===== src/rtl/svc_prio_pkg.sv =====
package svc_prio_pkg;
   localparam int NSRC   = 4;
   localparam int IDXW   = 2;
   localparam int PRIO_W = 3;

   typedef enum logic [1:0] {
      DMA_NONE0 = 2'b00,
      DMA_NONE1 = 2'b01,
      DMA_SRC1  = 2'b10,
      DMA_SRC3  = 2'b11
   } dma_sel_e;

   typedef enum logic [1:0] {
      PIN_PORT     = 2'b00,
      PIN_REQ_AUTO = 2'b01,
      PIN_ACK_ONLY = 2'b10,
      PIN_VECTORED = 2'b11
   } pin_mode_e;

   typedef struct packed {
      logic [PRIO_W-1:0] prio;
      pin_mode_e         pins;
      dma_sel_e          dma;
   } svc_cfg_t;

   localparam int CFG_W = $bits(svc_cfg_t);

   // Source index held in a given rank slot (0 = highest) under a priority code.
   function automatic logic [IDXW-1:0] slot_source(input logic [PRIO_W-1:0] code,
                                                   input logic [IDXW-1:0] slot);
      logic pair_b;
      logic member;
      pair_b = slot[1] ^ code[2];
      member = slot[0] ^ (pair_b ? code[1] : code[0]);
      return {pair_b, member};
   endfunction
endpackage


===== src/rtl/svc_cfg_reg.sv =====
module svc_cfg_reg #(
   parameter int W = 7
) (
   input  logic         clk,
   input  logic         rst_n,
   input  logic         we,
   input  logic [W-1:0] d,
   output logic [W-1:0] q
);
   generate
      if (W < 1) begin : g_bad_width
         $error("svc_cfg_reg: W must be at least 1");
      end
   endgenerate

   always_ff @(posedge clk or negedge rst_n) begin
      if (!rst_n)  q <= '0;
      else if (we) q <= d;
   end
endmodule


===== src/rtl/svc_prio_arb.sv =====
module svc_prio_arb
   import svc_prio_pkg::*;
#(
   parameter int N = NSRC,
   localparam int IW = $clog2(N)
) (
   input  logic [PRIO_W-1:0] prio,
   input  logic [N-1:0]      req,
   output logic              valid,
   output logic [IW-1:0]     idx
);
   generate
      if (N != 4 || IW != IDXW) begin : g_bad_count
         $error("svc_prio_arb: the pair-swap orders need exactly four sources");
      end
   endgenerate

   logic [N-1:0]  slot_req;
   logic [IW-1:0] slot_idx [N];

   genvar s;
   generate
      for (s = 0; s < N; s++) begin : g_slot
         assign slot_idx[s] = slot_source(prio, IW'(s));
         assign slot_req[s] = req[slot_idx[s]];
      end
   endgenerate

   // Scan from lowest rank to highest so the highest-ranked request wins.
   always_comb begin
      valid = 1'b0;
      idx   = '0;
      for (int k = N - 1; k >= 0; k--) begin
         if (slot_req[k]) begin
            valid = 1'b1;
            idx   = slot_idx[k];
         end
      end
   end
endmodule


===== src/rtl/svc_dma_edge.sv =====
module svc_dma_edge (
   input  logic clk,
   input  logic rst_n,
   input  logic stat,
   input  logic en,
   output logic pulse
);
   logic stat_q;

   always_ff @(posedge clk or negedge rst_n) begin
      if (!rst_n) begin
         stat_q <= 1'b0;
         pulse  <= 1'b0;
      end else begin
         stat_q <= stat;
         pulse  <= en & stat & ~stat_q;
      end
   end

   assert_pulse_single_R7: assert property (@(posedge clk) disable iff (!rst_n)
      pulse |=> !pulse);

   assert_pulse_needs_en_R5: assert property (@(posedge clk) disable iff (!rst_n)
      $rose(pulse) |-> $past(en) && $past(stat));
endmodule


===== src/rtl/svc_prio_ctrl.sv =====
module svc_prio_ctrl
   import svc_prio_pkg::*;
(
   input  logic             clk,
   input  logic             rst_n,
   input  logic             cfg_we,
   input  logic [CFG_W-1:0] cfg_wdata,
   input  logic             porta_sreq_en,
   input  logic             portb_sreq_en,
   input  logic [NSRC-1:0]  stat_in,
   input  logic [NSRC-1:0]  irq_en,
   output logic             irq_n,
   output logic             win_valid,
   output logic [IDXW-1:0]  win_idx,
   output logic             dma_req,
   output logic             req_pin_on,
   output logic             ack_pin_on,
   output logic             vec_mode
);
   logic [CFG_W-1:0] cfg_bits;
   svc_cfg_t         cfg;

   svc_cfg_reg #(.W(CFG_W)) u_cfg (
      .clk (clk),
      .rst_n (rst_n),
      .we  (cfg_we),
      .d   (cfg_wdata),
      .q   (cfg_bits)
   );
   assign cfg = svc_cfg_t'(cfg_bits);

   // DMA routing: the routed source leaves interrupt arbitration.
   logic [NSRC-1:0] dma_mask;
   logic            dma_stat;
   logic            dma_en;

   always_comb begin
      dma_mask = '0;
      dma_stat = 1'b0;
      dma_en   = 1'b0;
      unique case (cfg.dma)
         DMA_SRC1: begin
            dma_mask[0] = 1'b1;
            dma_stat    = stat_in[0];
            dma_en      = porta_sreq_en;
         end
         DMA_SRC3: begin
            dma_mask[2] = 1'b1;
            dma_stat    = stat_in[2];
            dma_en      = portb_sreq_en;
         end
         default: ;
      endcase
   end

   logic [NSRC-1:0] eligible;
   assign eligible = stat_in & irq_en & ~dma_mask;

   svc_prio_arb #(.N(NSRC)) u_arb (
      .prio  (cfg.prio),
      .req   (eligible),
      .valid (win_valid),
      .idx   (win_idx)
   );

   svc_dma_edge u_dma (
      .clk   (clk),
      .rst_n (rst_n),
      .stat  (dma_stat),
      .en    (dma_en),
      .pulse (dma_req)
   );

   // Pin function decode.
   assign req_pin_on = (cfg.pins == PIN_REQ_AUTO) || (cfg.pins == PIN_VECTORED);
   assign ack_pin_on = (cfg.pins == PIN_ACK_ONLY) || (cfg.pins == PIN_VECTORED);
   assign vec_mode   = (cfg.pins == PIN_VECTORED);
   assign irq_n      = ~(req_pin_on & win_valid);

   assert_dma_src1_masked_R4: assert property (@(posedge clk) disable iff (!rst_n)
      (cfg.dma == DMA_SRC1 && win_valid) |-> win_idx != 2'd0);

   assert_dma_src3_masked_R4: assert property (@(posedge clk) disable iff (!rst_n)
      (cfg.dma == DMA_SRC3 && win_valid) |-> win_idx != 2'd2);

   assert_win_is_pending_R9: assert property (@(posedge clk) disable iff (!rst_n)
      win_valid |-> stat_in[win_idx] && irq_en[win_idx]);

   assert_no_win_no_irq_R8: assert property (@(posedge clk) disable iff (!rst_n)
      (stat_in & irq_en) == '0 |-> irq_n && !win_valid);

   assert_dma_off_quiet_R5: assert property (@(posedge clk) disable iff (!rst_n)
      (cfg.dma[1] == 1'b0 && $past(cfg.dma[1] == 1'b0)) |=> !dma_req);
endmodule


===== config.mk =====
export PLATFORM = sky130hd
export DESIGN_NAME = svc_prio_ctrl
export DESIGN_NICKNAME = d
export VERILOG_FILES = /design/src/rtl/svc_prio_pkg.sv /design/src/rtl/svc_cfg_reg.sv /design/src/rtl/svc_prio_arb.sv /design/src/rtl/svc_dma_edge.sv /design/src/rtl/svc_prio_ctrl.sv
export SDC_FILE = /design/constraint.sdc
export NUM_CORES = 1
export LEC_CHECK = 0
export BUFFER_PORTS_ARGS = -buffer_cell sky130_fd_sc_hd__buf_2
export CORE_ASPECT_RATIO = 0.75
export CORE_MARGIN = 2
export CORE_UTILIZATION = 30
export CTS_BUF_LIST = sky130_fd_sc_hd__clkbuf_8
export DETAILED_ROUTE_END_ITERATION = 10
export SYNTH_ARGS = -nofsm -noshare
export SYNTH_HDL_FRONTEND = slang
export SYNTH_SLANG_ARGS = --single-unit

===== constraint.sdc =====
create_clock -name clk -period 1.3 [get_ports clk]
set_input_delay 0.065 -clock clk [delete_from_list [all_inputs] [get_ports clk]]
set_output_delay 0.065 -clock clk [all_outputs]
set_load 0.1 [all_outputs]

; ---- Word level (Yosys, flattened, before mapping)
; Cells that the tools add are included.
[totals]
reg_bits = 9
latchBits = 0
ramBits = 0
romBits = 0
elab_cells = 47
n_memories = 0
[classes]
addsub = 0
mul = 0
n_div = 0
order_cmp = 4
eq_ne = 5
shifts = 0
mux = 22
n_bitwise = 11
n_reduce_logical = 2
[op_table]
columns = cell, count
row1 = 2-bit by 3-bit less-than comparator with 1-bit output (second input constant), 4
row2 = 1-bit 2-to-1 mux, 12
row3 = 4-bit bitwise AND, 2
row4 = 1-bit binary-select mux with 2-bit select, 4
row5 = 2-bit == test (second input constant), 4
row6 = 2-bit 2-to-1 mux, 4
row7 = 1-bit inverter, 5
row8 = 3-bit inverter with 4-bit output, 1
row9 = 1-bit case mux with 2 select lines, 2
row10 = 1-bit bitwise AND, 3
row11 = 2-bit by 1-bit == test with 1-bit output (second input constant), 1
row12 = 1-bit logical OR, 2

; ---- Logic depth before layout (Yosys ltp)
[logic_depth]
word_depth = 12
mapped_depth = 4
depth_no_buf = 4

; ---- By module
; A second synthesis with hierarchy kept.
[unflattened]
cells_unflattened = 45
hier_area_um2 = 490.5
[modules_own_cells]
columns = mod, instances, cells_per_inst, area_per_inst_um2, seq_area_each_um2
row1 = svc_cfg_reg, 1, 15, 291.5, 175.2
row2 = svc_prio_ctrl, 1, 15, 83.8, 0.0
row3 = svc_dma_edge, 1, 3, 58.8, 50.0
row4 = svc_prio_arb, 1, 12, 56.3, 0.0

; ---- Worst setup path after synthesis
; No wires, ideal clock.
[synth_path]
kind = reg2out
start = reg u_cfg.q[0]
end = out win_idx[0]
arrival_time_ns = 2.428
slack_ns = -1.193
path_stages_with_launch = 5
path_cell_list = dfrtp_1 > and2_4 > o311ai_2 > a32oi_1 > a21boi_1
[synth_via]
elab_chain_cells = 10
word_cells_on_any_way = 18
cone_classes = 2 x eq/ne / 14 x mux / 2 x bitwise
[synth_rtl]
columns = item, line_no
row1 = from (decl), svc_cfg_reg.sv:8  ; output logic [W-1:0] q
row2 = from (signal assigned), svc_cfg_reg.sv:17  ; if (!rst_n) q <= '0;
row3 = from (signal assigned), svc_cfg_reg.sv:18  ; else if (we) q <= d;
row4 = 2-bit == test, svc_prio_ctrl.sv:41  ; unique case (cfg.dma)
row5 = 1-bit 2-to-1 mux, svc_prio_ctrl.sv:41
row6 = 3-bit inverter with 4-bit output *, svc_prio_ctrl.sv:57  ; assign eligible = stat_in & irq_en & ~dma_mask;
row7 = 4-bit bitwise AND *, svc_prio_ctrl.sv:57
row8 = 1-bit binary-select mux with 2-bit select, svc_prio_arb.sv:25  ; assign slot_req[s] = req[slot_idx[s]];
row9 = 1-bit 2-to-1 mux (not written as such), svc_prio_arb.sv:25
row10 = 2-bit 2-to-1 mux (3 in a row), svc_prio_arb.sv:34  ; if (slot_req[k]) begin
row11 = 2-bit 2-to-1 mux *, svc_prio_arb.sv:34
row12 = to (decl), svc_prio_ctrl.sv:14  ; output logic [IDXW-1:0] win_idx,
; Mark *: on every way between the ends. The rest lies on a longest branch, timed or not. The select of a mux whose other input is x is not followed.

; ---- Worst setup path in the final report
; Same ends and word-level chain as after synthesis.

==> flow_metrics.py <==
metrics = {
    "worst_setup_path": {
        "slowest_stage": "dfrtp_1",
        "end_kind": "output port",
        "path_buf_inv": 1,
        "cp-start-kind": "flip-flop",
        "ff2ff_path_depth": 3,
        "crit_chain": "and2_4 -> o311ai_4 -> a32oi_2 -> a21boi_4 -> buf_12",
        "cp_top_family": "compound AO/OA/AOI/OAI gates",
        "r2r_start": "u_cfg.q[0]$_DFFE_PN0P_",
        "max_stage_delay_ps": 420,
        "rrSetupSlack_ps": 130,
        "cp.arrival_ps": 1630,
        "r2r-end": "u_dma.pulse$_DFF_PN0_",
        "cp_max_fo": 4,
        "worstPathRequired_ps": 1240,
        "worstSetupPathType": "reg -> out",
    },
    "sta": {
        "maxSlewHeadroom_pct": 67.9,
        "min_period_ps": 1690,
        "timing.fmax_mhz": 591,
        "hold_viol": 0,
        "fin_ws_ps": -392,
        "setup_viol": 4,
        "fin_hold_ws_ps": 52.5,
        "worst_slew_pin_slew_ps": 485,
        "post-route-period-util_pct": 130,
        "slew_viol_final": 0,
        "fin_skew_ps": 0.902,
        "rsz0062_at_grt": "yes",
    },
    "detailed_routing": {
        "wire_per_inst_um": 12.8,
        "drt-pass1-iter-count": 4,
        "routed_wl_um": 1530,
        "vias": 590,
        "ant_nets": 0,
        "dr.first_iter.drc_count": 8,
        "via_per_inst": 4.96,
        "drc": 0,
    },
    "global_route": {
        "grt_usage_pct": 16.2,
        "antenna_found_initial": 0,
        "grt_pass1_vias": 645,
        "grt_pass1_wl_um": 2620,
        "grt_max_degree": 11,
        "grt.overflow.total": 0,
    },
    "logic_synthesis": {
        "synth_top_area_share_pct": 39.9,
        "syn_area_um2": 564,
        "synth_cell_type_count": 23,
        "ys_seq_elements": 9,
        "netlist.top_cell.by_area": "dfrtp_1",
        "yosysWarningCount": 0,
        "yosysSeqAreaShare_pct": 39.9,
        "syn_nets": 77,
        "syn-instance-count": 57,
        "postSynthAreaPerCell_um2": 9.90,
        "synthTopCellsByArea": "dfrtp_1 (40%), mux2_1 (8.0%), o311ai_1 (6.2%), o311ai_2 (5.8%), mux2i_1 (5.3%)",
    },
    "placement": {
        "numPortBuffers": 27,
        "place_ws_ps": -128,
        "gp_congestion": 0.754,
        "hpwlAfterDp_um": 1200,
        "dp.cells": 112,
    },
    "clock_network": {
        "clk_latency_ps": 230,
        "htree_levels": 1,
        "numCtsBuffers": 3,
        "clockBufferDepth": 2,
        "tritoncts": "built",
        "path_clk_slew_ps": 40,
        "cts_sinks": 9,
        "cts-root-buf": "clkbuf_8",
    },
    "power": {
        "ir_drop_mv": 0.882,
        "p_leak_nw": 0.487,
        "total_power_mw": 1.29,
        "power_density_mw_per_mm2": 1200,
    },
    "finish": {
        "n_antenna_cell": 0,
        "final_cells": 119,
        "finalNetCount": 118,
        "area_growth_pct": 90.5,
        "drive_gt1_share_pct": 60.8,
        "post-route-util_pct": 61.2,
    },
    "floorplan": {
        "die_h_um": 41.6,
        "die-area_mm2": 0.00225,
        "start_util_pct": 32.1,
        "die_x_um": 54.1,
        "boundaryPins": 28,
        "core_region_area_mm2": 0.00176,
        "fp-row-count": 13,
    },
    "run": {
        "max-cap-violations": 0,
    },
    "hold_path": {
        "hold_path.startpoint": "cfg_wdata[6]",
        "hp-class": "in -> reg",
        "worstHoldEndpoint": "u_cfg.q[6]$_DFFE_PN0P_",
        "whs_path_depth": 3,
    },
    "outcome": {
        "violations": "negative setup slack",
        "status": "finished with violations",
    },
}
how the worst max path moves through the flow:
| stage | start | to | slack (ps) | cells past startpoint |
|---|---|---|---|---|
| finish | u_cfg.q[0]$_DFFE_PN0P_ | win_idx[0] | -390 | 5 |
| global placement | u_cfg.q[1]$_DFFE_PN0P_ | win_idx[0] | -100 | 5 |
| global route | u_cfg.q[0]$_DFFE_PN0P_ | win_idx[0] | -450 | 5 |
| CTS | u_cfg.q[0]$_DFFE_PN0P_ | win_idx[0] | -380 | 5 |
| detailed placement | u_cfg.q[4]$_DFFE_PN0P_ | win_idx[0] | -130 | 5 |
| floorplan | u_cfg.q[0]$_DFFE_PN0P_ | win_idx[0] | -340 | 4 |
metal layers:
metal / global-route usage, % / vias to the layer above / wire length [µm]
met3: 6.47 / 0 / 129
met4: 4.50 / 0 / 0
met5: 0 / - / 0
met1: 19.4 / 272 / 682
li1: - / 293 / -
met2: 26.3 / 25 / 718
flip-flops by register name (all words and copies together) (netlist names):
register and cells:
u_dma.pulse 1, u_dma.stat_q 1, u_cfg.q 7
logic make-up (layout without fill, tap and decap cells):
logic type      after synthesis  after routing  synth area share (%)
simple gates                 21             21                  20.4
compound gates               14             14                  22.2
flops                         9              9                  39.9
mux                           7              7                  13.3
buf+inv                       6             46                  4.21
synthesized netlist by cell type, drive strengths merged:
cell type and count:
dfrtp 9, nand2 7, o311ai 6, and2 4, mux2 4, inv 3, mux2i 3, nand3 3
o21ai 3, a2bb2oi 2, clkbuf 2, nand3b 2, nor2 2, nor2b 2, a21boi 1, a22o 1
a32oi 1, buf 1, nor4b 1
cell type report:
cell class | instances | area [µm²]
inverter | 3 | 11.3
timing repair buffer | 39 | 322
clock buffer | 3 | 41.3
fill | 157 | 682
tap | 22 | 27.5
clock inverter | 1 | 3.75
multi-input combinational | 42 | 442
sequential | 9 | 228
cells in the final DEF, fill, tap and decap left out:
cell | netlist | routed
buf_12 | 0 | 6
o21ai_1 | 3 | 3
buf_2 | 1 | 21
nor2_4 | 0 | 1
nor2_2 | 0 | 1
mux2i_1 | 3 | 3
nand2_4 | 0 | 1
a2bb2oi_2 | 0 | 1
dfrtp_2 | 0 | 2
a32oi_2 | 0 | 1
buf_4 | 0 | 10
nor2b_1 | 1 | 1
dlygate4sd3_1 | 0 | 1
a2bb2oi_4 | 0 | 1
a21boi_4 | 0 | 1
nor4b_1 | 1 | 1
inv_2 | 1 | 2
nor2b_4 | 0 | 1
nand2_8 | 0 | 1
o311ai_4 | 0 | 3
nand3b_1 | 2 | 2
o311ai_2 | 2 | 1
mux2_1 | 4 | 4
and2_1 | 3 | 3
and2_4 | 1 | 1
a22o_1 | 1 | 1
nand2_1 | 7 | 5
nand3_1 | 3 | 3
inv_1 | 2 | 2
o311ai_1 | 4 | 2
buf_6 | 0 | 1
dfrtp_1 | 9 | 7
clkbuf_8 | 0 | 3
what timing repair did:
action / in CTS / in global routing
endpoints found under the hold margin: 9 / 0
buffers inserted: 1 / 1
endpoints found under the setup margin: 4 / 4
gates resized for setup: 7 / 4
hold buffers: 1 / 0
pin swaps: 2 / 2
where the power goes:
group	internal, mW	switching, mW
Combinational	0.262	0.378
Clock	0.205	0.107
Sequential	0.308	0.0308
per-stage QoR:
step / TNS [ps] / cell area, µm²
detailed placement: -169 / 941
global route: -1510 / 1070
floorplan: -972 / 633
global placement: -113 / 941
CTS: -1280 / 1050
finish: -1310 / 1070
worst register-to-register path, cell delays in order, from the launching register on:
cell     delay (ps)
dfrtp_1         420
buf_4           170
mux2i_1         140
nor4b_1         330
Power figures use the tool's default switching activity.
